## config.mk

```make
export PLATFORM = sky130hd
export DESIGN_NAME = disp_timing_gen
export DESIGN_NICKNAME = d
export VERILOG_FILES = /design/src/rtl/dtg_pkg.sv /design/src/rtl/dtg_regs.sv /design/src/rtl/dtg_axis.sv /design/src/rtl/disp_timing_gen.sv
export SDC_FILE = /design/constraint.sdc
export NUM_CORES = 1
export LEC_CHECK = 0
export BUFFER_PORTS_ARGS = -buffer_cell sky130_fd_sc_hd__buf_2
export CELL_PAD_IN_SITES_DETAIL_PLACEMENT = 0
export CELL_PAD_IN_SITES_GLOBAL_PLACEMENT = 2
export CORE_ASPECT_RATIO = 0.9
export CORE_MARGIN = 2
export CORE_UTILIZATION = 35
export CTS_BUF_LIST = sky130_fd_sc_hd__clkbuf_16
export DETAILED_ROUTE_END_ITERATION = 16
export PLACE_DENSITY = 0.73
export SLEW_MARGIN = 40
export SYNTH_ARGS = -nofsm -noshare
export SYNTH_HDL_FRONTEND = slang
export SYNTH_SLANG_ARGS = --single-unit
export TNS_END_PERCENT = 100
```

## constraint.sdc

```tcl
create_clock -name clk -period 7.1 [get_ports clk]
set_input_delay 1.42 -clock clk [delete_from_list [all_inputs] [get_ports clk]]
set_output_delay 1.42 -clock clk [all_outputs]
set_load 0.02 [all_outputs]
```

## src/rtl/dtg_pkg.sv

```systemverilog
package dtg_pkg;
    localparam int FW   = 16;   // width of one timing field
    localparam int DW   = 32;   // register width
    localparam int AW   = 3;    // register address width
    localparam int NTIM = 6;    // timing registers (three per axis)
    localparam int CFG_EN_BIT = 0;

    localparam logic [AW-1:0] A_LOCK = 3'd0;
    localparam logic [AW-1:0] A_CFG  = 3'd1;
    localparam logic [AW-1:0] A_H_AT = 3'd2;
    localparam logic [AW-1:0] A_H_BL = 3'd3;
    localparam logic [AW-1:0] A_H_SY = 3'd4;
    localparam logic [AW-1:0] A_V_AT = 3'd5;
    localparam logic [AW-1:0] A_V_BL = 3'd6;
    localparam logic [AW-1:0] A_V_SY = 3'd7;

    typedef enum logic {
        ST_HALT = 1'b0,
        ST_RUN  = 1'b1
    } tgen_state_e;

    // thresholds of one axis, each stored as value minus one
    typedef struct packed {
        logic [FW-1:0] act_m1;
        logic [FW-1:0] tot_m1;
        logic [FW-1:0] bs_m1;
        logic [FW-1:0] be_m1;
        logic [FW-1:0] ss_m1;
        logic [FW-1:0] se_m1;
    } axis_cfg_t;
endpackage

```

## src/rtl/dtg_regs.sv

```systemverilog
module dtg_regs
    import dtg_pkg::*;
#(
    parameter logic [DW-1:0] UNLOCK_CODE = 32'h0000_4758
) (
    input  logic          clk,
    input  logic          rst_n,
    input  logic          wr_en,
    input  logic [AW-1:0] wr_addr,
    input  logic [DW-1:0] wr_data,
    input  logic [AW-1:0] rd_addr,
    output logic [DW-1:0] rd_data,
    output logic          unlocked,
    output logic          tgen_en,
    output axis_cfg_t     hcfg,
    output axis_cfg_t     vcfg
);
    logic          unlocked_q;
    logic          en_q;
    logic [DW-1:0] tim_q [NTIM];

    always_ff @(posedge clk or negedge rst_n) begin
        if (!rst_n) begin
            unlocked_q <= 1'b0;
            en_q       <= 1'b0;
            for (int i = 0; i < NTIM; i++) tim_q[i] <= '0;
        end else if (wr_en) begin
            if (wr_addr == A_LOCK) begin
                if (wr_data == UNLOCK_CODE)
                    unlocked_q <= 1'b1;
                else if (wr_data == '0)
                    unlocked_q <= 1'b0;
            end else if (unlocked_q) begin
                if (wr_addr == A_CFG)
                    en_q <= wr_data[CFG_EN_BIT];
                else
                    tim_q[3'(wr_addr - A_H_AT)] <= wr_data;
            end
        end
    end

    always_comb begin
        unique case (rd_addr)
            A_LOCK:  rd_data = {{(DW-1){1'b0}}, unlocked_q};
            A_CFG:   rd_data = {{(DW-1){1'b0}}, en_q};
            default: rd_data = tim_q[3'(rd_addr - A_H_AT)];
        endcase
    end

    assign unlocked = unlocked_q;
    assign tgen_en  = en_q;

    assign hcfg.act_m1 = tim_q[0][FW-1:0];
    assign hcfg.tot_m1 = tim_q[0][DW-1:FW];
    assign hcfg.bs_m1  = tim_q[1][FW-1:0];
    assign hcfg.be_m1  = tim_q[1][DW-1:FW];
    assign hcfg.ss_m1  = tim_q[2][FW-1:0];
    assign hcfg.se_m1  = tim_q[2][DW-1:FW];
    assign vcfg.act_m1 = tim_q[3][FW-1:0];
    assign vcfg.tot_m1 = tim_q[3][DW-1:FW];
    assign vcfg.bs_m1  = tim_q[4][FW-1:0];
    assign vcfg.be_m1  = tim_q[4][DW-1:FW];
    assign vcfg.ss_m1  = tim_q[5][FW-1:0];
    assign vcfg.se_m1  = tim_q[5][DW-1:FW];
endmodule

```

## src/rtl/dtg_axis.sv

```systemverilog
module dtg_axis
    import dtg_pkg::*;
(
    input  logic          clk,
    input  logic          rst_n,
    input  logic          clr,
    input  logic          step,
    input  axis_cfg_t     cfg,
    output logic [FW-1:0] cnt,
    output logic          wrap,
    output logic          in_act,
    output logic          in_blank,
    output logic          in_sync
);
    logic [FW-1:0] cnt_q;

    assign wrap = step && (cnt_q == cfg.tot_m1);

    always_ff @(posedge clk or negedge rst_n) begin
        if (!rst_n)
            cnt_q <= '0;
        else if (clr)
            cnt_q <= '0;
        else if (step)
            cnt_q <= wrap ? '0 : cnt_q + 1'b1;
    end

    assign cnt      = cnt_q;
    assign in_act   = (cnt_q <= cfg.act_m1);
    assign in_blank = (cnt_q > cfg.bs_m1) && (cnt_q <= cfg.be_m1);
    assign in_sync  = (cnt_q > cfg.ss_m1) && (cnt_q <= cfg.se_m1);
endmodule

```

## src/rtl/disp_timing_gen.sv

```systemverilog
module disp_timing_gen
    import dtg_pkg::*;
#(
    parameter logic [31:0] UNLOCK_CODE = 32'h0000_4758
) (
    input  logic        clk,
    input  logic        rst_n,
    input  logic        reg_wr,
    input  logic [2:0]  reg_waddr,
    input  logic [31:0] reg_wdata,
    input  logic [2:0]  reg_raddr,
    output logic [31:0] reg_rdata,
    output logic        hsync,
    output logic        vsync,
    output logic        blank,
    output logic        de,
    output logic [15:0] px_x,
    output logic [15:0] px_y
);
    tgen_state_e   state_q, state_d;
    axis_cfg_t     hcfg, vcfg;
    logic          unlocked, tgen_en;
    logic          running, counting, clr;
    logic [FW-1:0] h_cnt, v_cnt;
    logic          h_wrap, v_wrap;
    logic          h_act, h_blank, h_sync;
    logic          v_act, v_blank, v_sync;

    dtg_regs #(.UNLOCK_CODE(UNLOCK_CODE)) u_regs (
        .clk(clk), .rst_n(rst_n),
        .wr_en(reg_wr), .wr_addr(reg_waddr), .wr_data(reg_wdata),
        .rd_addr(reg_raddr), .rd_data(reg_rdata),
        .unlocked(unlocked), .tgen_en(tgen_en),
        .hcfg(hcfg), .vcfg(vcfg)
    );

    // state register
    always_ff @(posedge clk or negedge rst_n) begin
        if (!rst_n) state_q <= ST_HALT;
        else        state_q <= state_d;
    end

    // transitions: HALT->RUN on enable, RUN->HALT on disable
    always_comb begin
        state_d = state_q;
        unique case (state_q)
            ST_HALT: if (tgen_en)  state_d = ST_RUN;
            ST_RUN:  if (!tgen_en) state_d = ST_HALT;
        endcase
    end

    assign running  = (state_q == ST_RUN);
    assign counting = running && tgen_en;
    assign clr      = !counting;

    dtg_axis u_hor (
        .clk(clk), .rst_n(rst_n), .clr(clr), .step(counting), .cfg(hcfg),
        .cnt(h_cnt), .wrap(h_wrap),
        .in_act(h_act), .in_blank(h_blank), .in_sync(h_sync)
    );

    dtg_axis u_ver (
        .clk(clk), .rst_n(rst_n), .clr(clr), .step(h_wrap), .cfg(vcfg),
        .cnt(v_cnt), .wrap(v_wrap),
        .in_act(v_act), .in_blank(v_blank), .in_sync(v_sync)
    );

    // outputs per state
    always_comb begin
        hsync = 1'b0;
        vsync = 1'b0;
        de    = 1'b0;
        blank = 1'b1;
        px_x  = '0;
        px_y  = '0;
        unique case (state_q)
            ST_HALT: ;
            ST_RUN: begin
                hsync = h_sync;
                vsync = v_sync;
                de    = h_act && v_act;
                blank = h_blank || v_blank;
                px_x  = h_cnt;
                px_y  = v_cnt;
            end
        endcase
    end

    logic unused_v_wrap;
    assign unused_v_wrap = v_wrap;
endmodule

```

==> run summary, run 1 <==
Status - finished, final reports clean
Post_cts resized - 0
Drt pass-1 iters - 5
I/O Buffers - 108
Final hold slack - 549 ps
Switching pwr - 0.689 mW
M2 GR Usage - 32.1%
CTS root buffer - clkbuf_16
# fillers - 4,141
Setup-failing EPs final - 0
Largest net degree at the start of global routing - 117
Part of the power in registers - 47.0%
# clock sinks - 227
Layout cells sized above 1 - 20.1%
Slew Limit Fails - 0
Post-synth EDFFs - 0
Clock Skew - 17.3 ps
Worst Hold Class - register to register
Syn_area_per_cell - 9.96 um^2
Final hold viol count - 0
Nets - 1,775
R2R depth - 6
H-Tree Depth - 1
FF+latch count, synth - 227
Clk slew on worst S/H paths - 60 ps
CTS tree - yes
ANT nets after route - 0
Tmin final - 4940 ps
Leak pwr - 8.77 nW
Clock tree buffer depth - 3
Clock share of power - 47.0%
Final setup margin - 2160 ps
Min-delay src - u_regs.vcfg[7]$_DFFE_PN0P_
Vias per cell - 5.34
Dpl hpwl - 38,100 um
Sw Ratio - 25.0%
Initial drt markers - 771
Depth of the worst hold-timing path - 1
Share of the synthesized area in the top cell type - 38.4%
Reg2reg end - u_ver.cnt[15]$_DFFE_PN0P_
Core Box Area - 0.0418 mm^2
Fin crit share - 69.5%
WP data arrival - 3520 ps
Syn_nets - 1,689
Storage element area - 0.00568 mm^2
Via count - 11,400
DIE WIDTH - 221 um
Relative slew margins - 46.1%
Grt met1 use - 38.0%
Worst-path fanout max - 12
Mapped Area - 0.0148 mm^2
Starting density of the core - 35.4%
Area of the multi-input gates - 0.00823 mm^2
Pre-CTS setup slack - 2320 ps
Max VDD drop - 155 uV
Tot GR Track Use - 23.3%
RSZ-0062 raised after global routing - false
Startpoint Class - register
Global-route wire length before repair - 74,600 um
Synth warnings - 0
Logic pwr share - 6.0%
P per Cell Area - 164 mW/mm^2
Total CTS buffers - 27
CP Class - register to output pin
WL/cell - 23.6 um
GP Congestion - 0.919
Synth-to-Final Area Change - 13.2%
Clk_lat worst skew - 560 ps
Max Cap Violations - 0
Peak Freq - 0.203 GHz
Data required time of the worst path - 5680 ps
Syn Inst Count - 1,486
Hold Path End - u_regs.vcfg[7]$_DFFE_PN0P_
Ys async rst share - 100%
Slew at the pin closest to its max-slew limit - 802 ps
GR Util met3 - 2.69%
Final global-route overflow total - 0
IO Count - 109
GRT Max-Usage Layer - met1
Reg2Reg Launch Point - u_hor.cnt[9]$_DFF_PN0_
# rows - 71
DR DRC count - 0
Initial antenna violation count - 3
Internal power - 2.06 mW
Dominant cells by area after synthesis - dfrtp_1, ha_1, mux2_2
Synth unique cells - 53
Post-synthesis sequential area ratio - 38.4%
Worst R2R Setup Slack - 3970 ps
DRT Wirelength - 50,500 um
Cts hold-fix bufs - 0
Fin Setup TNS - 0 ps
Leading area contributor after synthesis - dfrtp_1
Ys flop type - dfrtp_1
Chip height - 199 um
Vias in the first global route - 11,000
Die outline area - 0.0439 mm^2
Post-CTS Setup Bufs - 0
CP Capture Type - output pin
## cells by family (layout without fill, tap and decap cells)
kind of cell	Yosys count	in the layout	share of synthesized area (%)
AO/OA/AOI/OAI	282	282	11.1
XOR/XNOR	48	48	2.89
buffers and inverters	231	337	6.20
other	0	1	0
multiplexers	169	169	15.1
AND/OR/NAND/NOR	367	367	12.6
adder cells (fa/ha/maj)	162	162	13.7
flip-flops	227	227	38.4
## worst max-delay path by stage
stage	endpoint	slack, ps	startpoint
6_report	blank	2160	u_ver.cnt[5]$_DFFE_PN0P_
3_5_place_dp	reg_rdata[12]	2320	reg_raddr[2]
5_1_grt	blank	2010	u_ver.cnt[5]$_DFFE_PN0P_
4_1_cts	blank	2090	u_ver.cnt[5]$_DFFE_PN0P_
3_3_place_gp	reg_rdata[12]	1930	reg_raddr[2]
2_1_floorplan	reg_rdata[11]	2690	reg_raddr[0]
## power groups by stage
stage	logic (mW)	clock network [mW]	registers, mW
2_1_floorplan	0.0715	0	1.32
3_3_place_gp	0.163	0	1.32
3_5_place_dp	0.167	0	1.32
4_1_cts	0.167	1.33	1.29
5_1_grt	0.178	1.38	1.29
6_report	0.165	1.29	1.29
## metal layers
metal  routed length (um)  part of all wire [%]  vias up
li1                     -                     -     5419
met1                26200                    52     5656
met4                 1050                   2.1        0
met2                20200                    40      304
met5                    0                     0        -
met3                 3050                   6.0       57
## cell usage in the layout, fill, tap and decap left out, types with 5 or more instances in the layout
cell         n
mux2_2     104
and3_1       8
inv_1      168
buf_4       16
o22ai_1      5
o21a_1      10
a21o_1      45
xor2_1      22
a211oi_1     8
ha_1       162
and2_1      34
clkinv_2     7
mux4_2      33
nand4_1     50
nor2b_1     15
dfrtp_1    227
nand2_1    147
nand3_1     25
buf_2      106
nor3_1       6
o21ai_0    138
xnor2_1     25
nor4_1      17
clkinv_1     6
a21oi_1     47
mux2i_1     32
o21ai_1      7
clkbuf_16   27
nor3b_2      5
nor2_1      37
## cell usage after synthesis (8+ instances only)
| library cell | count |
|---|---|
| a211oi_1 | 8 |
| inv_1 | 161 |
| mux4_2 | 33 |
| mux2_2 | 104 |
| a21oi_1 | 47 |
| nand3_1 | 26 |
| nand2_1 | 147 |
| clkbuf_1 | 50 |
| xnor2_1 | 25 |
| o21ai_0 | 138 |
| xor2_1 | 22 |
| mux2i_1 | 32 |
| and3_1 | 8 |
| buf_1 | 8 |
| nand4_1 | 50 |
| and2_1 | 34 |
| a21o_1 | 45 |
| ha_1 | 162 |
| nor4_1 | 17 |
| dfrtp_1 | 227 |
| nor2_1 | 39 |
| nor2b_1 | 15 |
| o21a_1 | 10 |
## layout make-up
cell class	count	share of cell area [%]
Clock inverter	22	0.725
Antenna cell	1	0.0149
Clock buffer	27	4.03
Inverter	161	3.61
Tap cell	547	4.09
Timing Repair Buffer	127	4.49
Multi-Input combinational cell	1028	49.1
Sequential cell	227	33.9
## stage by stage
step,std cells,power (mW),utilization (%),instance area (um^2)
5_1_grt,2140,2.85,40.1,16700
3_3_place_gp,2088,1.48,38.0,15900
6_report,2140,2.75,40.1,16700
3_5_place_dp,2090,1.48,38.2,15900
4_1_cts,2139,2.79,40.1,16700
2_1_floorplan,1486,1.39,-,14800
## critical path: stages (launching register included)
cell and delay [ps]:
dfrtp_1 720, ha_1 360, a21o_1 170, nand3_1 70
a211oi_1 70, a2111oi_0 610, a22oi_1 210, o311ai_0 490
buf_2 260
## state kept, by name, indices dropped and copies added, names as in the netlist
name	flops
u_regs.hcfg	96
u_regs.vcfg	96
u_hor.cnt	16
u_ver.cnt	16
running	1
u_regs.tgen_en	1
u_regs.unlocked	1
Note: power is estimated with default switching activity, not from simulation.
==> run 2, diff against run 1 <==
--- a/config.mk
+++ b/config.mk
@@ -13,7 +13,7 @@
 export CORE_UTILIZATION = 35
 export CTS_BUF_LIST = sky130_fd_sc_hd__clkbuf_16
 export DETAILED_ROUTE_END_ITERATION = 16
-export PLACE_DENSITY = 0.73
+export PLACE_DENSITY = 0.75
 export SLEW_MARGIN = 40
 export SYNTH_ARGS = -nofsm -noshare
 export SYNTH_HDL_FRONTEND = slang
==> constraint.sdc (replaced) <==
create_clock -name clk -period 4.2 [get_ports clk]
set_input_delay 0.84 -clock clk [delete_from_list [all_inputs] [get_ports clk]]
set_output_delay 0.84 -clock clk [all_outputs]
set_load 0.02 [all_outputs]
==> run 2 against run 1 <==
  * Core utilization up 1.1 points
  * Clock skew is 6.8 ps higher
  * Routed wire length grew 2.4%
  * Critical path depth fell by 1
==> run summary, run 2 (synthesis results as in run 1) <==
Status - finished, final reports clean
Final hold viol count - 0
Clk_lat worst skew - 580 ps
Total CTS buffers - 28
Peak Freq - 0.247 GHz
WP data arrival - 3220 ps
Slew at the pin closest to its max-slew limit - 802 ps
Initial drt markers - 989
Clock tree buffer depth - 3
Critical path buffer and inverter count - 1
CTS tree - yes
Layout cells sized above 1 - 22.1%
CP Capture Type - output pin
Worst Hold Class - primary input to async pin
WL/cell - 23.9 um
Worst-path cell chain - ha_1, nand4_1, a211oi_1, a2111oi_0, a22oi_1, o311ai_0, buf_2
ANT nets after route - 0
Final Cell Area - 0.0172 mm^2
Data required time of the worst path - 3360 ps
Post-route insts no fill - 2,167
Leak pwr - 9.00 nW
Storage element area - 0.00569 mm^2
DRT Wirelength - 51,700 um
P per Cell Area - 302 mW/mm^2
Final Power - 5.20 mW
Tot GR Track Use - 24.1%
Initial antenna violation count - 0
Crit path depth - 7
CP Class - register to output pin
Clock Skew - 24.1 ps
Final global-route overflow total - 0
Placed insts - 2,116
DIE WIDTH - 221 um
Critical-path top delay cell - dfrtp_1
Synth-to-Final Area Change - 16.3%
Fin Setup TNS - 0 ps
Instance area at placement - 0.0162 mm^2
# clock sinks - 227
# rows - 71
DR DRC count - 0
Starting density of the core - 35.4%
Vias in the first global route - 11,600
Die outline area - 0.0439 mm^2
R2R depth - 6
Startpoint Class - register
Max Cap Violations - 0
Dpl hpwl - 40,000 um
Commonest non-fill, non-tap cells in the layout - dfrtp_1, inv_1, ha_1, nand2_1, o21ai_0
Via count - 11,700
CTS root buffer - clkbuf_16
Largest net degree at the start of global routing - 69
Drt pass-1 iters - 5
N_diodes - 0
Crit-path max cell delay - 630 ps
Post-CTS Setup Bufs - 0
I/O Buffers - 108
Core Box Area - 0.0418 mm^2
Max VDD drop - 214 uV
Chip height - 199 um
# fillers - 4,112
Relative slew margins - 46.1%
H-Tree Depth - 1
Global-route wire length before repair - 77,500 um
Slew Limit Fails - 0
GP Congestion - 0.891
Final core occ - 41.2%
Setup-failing EPs final - 0
Vias per cell - 5.42
Commonest non-fill, non-tap cell in the layout - dfrtp_1
Worst-path fanout max - 10
Tmin final - 4060 ps
Fin crit share - 96.6%
Area of the multi-input gates - 0.00823 mm^2
CP top delay family - compound AO/OA/AOI/OAI gates
IO Count - 109
Nets - 1,802
Clk slew on worst S/H paths - 60 ps
-- run 2: through the flow --
stage          setup slack (ps)  hold WS, ps
4_1_cts                    51.3         96.9
6_report                    144          108
2_1_floorplan               953          403
3_3_place_gp                378          514
3_5_place_dp                667          540
5_1_grt                   -9.50          102
-- run 2: where the power goes --
part           internal [mW]  leakage, nW  switching, mW  total (mW)
Clock                   1.70        0.508           1.02        2.72
Sequential              2.19         2.70  0.00000000528        2.19
Combinational         0.0894         5.80          0.199       0.289
-- run 2: per-layer routing --
layer / vias to the layer above / part of all wire [%] / GRT usage (%)
li1: 5471 / - / -
met1: 5846 / 50 / 37.8
met2: 359 / 41 / 34.4
met3: 59 / 6.6 / 4.00
met4: 0 / 2.2 / 5.16
met5: - / 0 / 0
-- run 2: path summary, 6_finish.rpt --
| kind | end | startpoint | slack [ps] |
|---|---|---|---|
| max | blank | u_ver.cnt[13]$_DFFE_PN0P_ | 140 |
| min reg2reg | u_regs.vcfg[42]$_DFFE_PN0P_ | u_regs.vcfg[42]$_DFFE_PN0P_ | 550 |
| max reg2reg | u_hor.cnt[8]$_DFF_PN0_ | u_hor.cnt[2]$_DFF_PN0_ | 1340 |
| max in group asynchronous | u_regs.vcfg[81]$_DFFE_PN0P_ | rst_n | 3140 |
| min | u_regs.vcfg[25]$_DFFE_PN0P_ | rst_n | 110 |
| min in group clk | u_regs.vcfg[42]$_DFFE_PN0P_ | u_regs.vcfg[42]$_DFFE_PN0P_ | 550 |
-- run 2: what timing repair did --
| item | 4_1_cts | 5_1_grt |
|---|---|---|
| resized for setup | 0 | 5 |
| setup endpoints to repair | 0 | 1 |
| hold buffers | 0 | 0 |
-- run 2: layout make-up --
| class | count | share of cell area [%] |
|---|---|---|
| clock buffers | 28 | 4.07 |
| clock inverters | 23 | 1.90 |
| inverters | 161 | 3.51 |
| multi-input cells | 1028 | 47.8 |
| flip-flops and latches | 227 | 33.0 |
| well taps | 547 | 3.98 |
| repair buffers | 153 | 5.66 |
-- run 2: worst register-to-register path, stage by stage (launching register included) --
cell and delay, ps:
dfrtp_1 760, xor2_1 250, nor4_2 360, nand4_1 270
nand3_1 620, buf_4 370, nor2_1 100
==> run 3, diff against run 2 <==
--- a/config.mk
+++ b/config.mk
@@ -14,6 +14,7 @@
 export CTS_BUF_LIST = sky130_fd_sc_hd__clkbuf_16
 export DETAILED_ROUTE_END_ITERATION = 16
 export PLACE_DENSITY = 0.75
+export RECOVER_POWER = 50
 export SLEW_MARGIN = 40
 export SYNTH_ARGS = -nofsm -noshare
 export SYNTH_HDL_FRONTEND = slang
==> run 3 against run 2 <==
  * The flow now finishes with violations (max-capacitance violations, max-slew violations)
  * Sequential power about the same
  * Worst setup slack worse by 55 ps
  * Sequential share of layout area increased by 0.15 points
  * Final cell count unchanged
  * Core utilization down 0.19 points
  * Via count is 0.26% higher
  * Clock skew increased by 2.7 ps
  * First-iteration DRC count up 10%
  * Highest routed layer unchanged
==> run summary, run 3 (synthesis results as in run 1) <==
Status - finished, violations left
Failing checks - max-capacitance violations, max-slew violations
Clk slew on worst S/H paths - 60 ps
Placed insts - 2,116
Slew at the pin closest to its max-slew limit - 2420 ps
Initial antenna violation count - 0
CTS root buffer - clkbuf_16
Tmin final - 4110 ps
Relative slew margins - -61.3%
Data required time of the worst path - 3360 ps
Clk_lat worst skew - 580 ps
Starting density of the core - 35.4%
Worst Hold Class - primary input to async pin
CP Class - register to output pin
WL/cell - 23.9 um
Dpl hpwl - 40,000 um
Largest net degree at the start of global routing - 69
Leak pwr - 8.97 nW
Drt pass-1 iters - 5
Peak Freq - 0.243 GHz
I/O Buffers - 108
Via count - 11,800
Worst-path cell chain - ha_1, nand4_1, nor2_1, a221o_1, o31ai_1, nand3_1, o311ai_0, buf_2
Clock tree buffer depth - 3
Setup-failing EPs final - 0
Total CTS buffers - 28
Reg2reg end - u_regs.vcfg[60]$_DFFE_PN0P_
Final hold slack - 489 ps
Commonest non-fill, non-tap cells in the layout - dfrtp_1, inv_1, ha_1, nand2_1, o21ai_0
CP Capture Type - output pin
Critical path buffer and inverter count - 1
Vias per cell - 5.43
Die outline area - 0.0439 mm^2
Final setup margin - 88.5 ps
# rows - 71
Max VDD drop - 214 uV
Startpoint Class - register
N_diodes - 0
DIE WIDTH - 221 um
IO Count - 109
Global-route wire length before repair - 77,500 um
Critical-path top delay cell - dfrtp_1
DR DRC count - 0
P per Cell Area - 303 mW/mm^2
Synth-to-Final Area Change - 15.8%
DRT Wirelength - 51,700 um
Vias in the first global route - 11,600
Post-route insts no fill - 2,167
Commonest non-fill, non-tap cell in the layout - dfrtp_1
Fin Setup TNS - 0 ps
Slew Limit Fails - 102
Max Cap Violations - 2
Layout cells sized above 1 - 22.0%
Nets - 1,802
Reg2Reg Launch Point - u_regs.unlocked$_DFFE_PN0P_
# fillers - 4,123
CTS tree - yes
H-Tree Depth - 1
Crit path depth - 8
# clock sinks - 227
Worst R2R Setup Slack - 1190 ps
Final hold viol count - 0
WP data arrival - 3270 ps
Final core occ - 41.0%
Crit-path max cell delay - 600 ps
GP Congestion - 0.891
Clock Skew - 26.8 ps
ANT nets after route - 0
R2R depth - 3
Fin crit share - 97.9%
Worst-path fanout max - 9
Initial drt markers - 1,089
Tot GR Track Use - 24.1%
Chip height - 199 um
CP top delay family - compound AO/OA/AOI/OAI gates
Core Box Area - 0.0418 mm^2
Final global-route overflow total - 0
Pre-CTS setup slack - 667 ps
## run 3: cell count changes in the layout (fill, tap and decap cells not counted), sizes merged
cell and delta:
buf -6, clkbuf +6
## run 3: final cells by class
class,count,area (um^2),area share [%]
Sequential cell,227,5690,33.2
Inverter,161,604,3.53
Clock inverter,23,327,1.91
Multi-Input combinational cell,1028,8230,48.1
Clock buffer,28,701,4.09
Tap cell,547,684,4.00
Timing Repair Buffer,153,893,5.22
## run 3: routing by layer
metal	routed length (um)	global-route usage [%]	vias to the layer above
li1	-	-	5475
met4	1160	5.16	0
met5	0	0	-
met2	21300	34.4	360
met3	3330	4.00	61
met1	25900	37.8	5870
## run 3: power by group
part | leakage, nW | internal [mW] | switching [mW]
Sequential | 2.70 | 2.19 | 0.00000000528
Clock | 0.508 | 1.70 | 1.02
Combinational | 5.76 | 0.0811 | 0.199
## run 3: timing repair
item,4_1_cts,5_1_grt
endpoints found under the setup margin,0,1
gates resized for setup,0,5
hold buffers,0,0
buffers inserted,0,0
## run 3: how the worst max path moves through the flow
stage	from	to	slack [ps]
final	u_hor.cnt[13]$_DFF_PN0_	blank	90
after global routing	u_hor.cnt[13]$_DFF_PN0_	blank	-10
after CTS	u_ver.cnt[8]$_DFFE_PN0P_	blank	50
after detailed placement	u_ver.cnt[8]$_DFFE_PN0P_	blank	670
after global placement	u_ver.cnt[13]$_DFFE_PN0P_	de	380
after floorplan	reg_raddr[0]	reg_rdata[11]	950
## run 3: per-stage QoR
stage | power (mW) | area [um^2]
6_report | 5.19 | 17100
2_1_floorplan | 2.35 | 14800
3_5_place_dp | 2.52 | 16200
5_1_grt | 5.34 | 17100
4_1_cts | 5.25 | 17200
3_3_place_gp | 2.51 | 16100
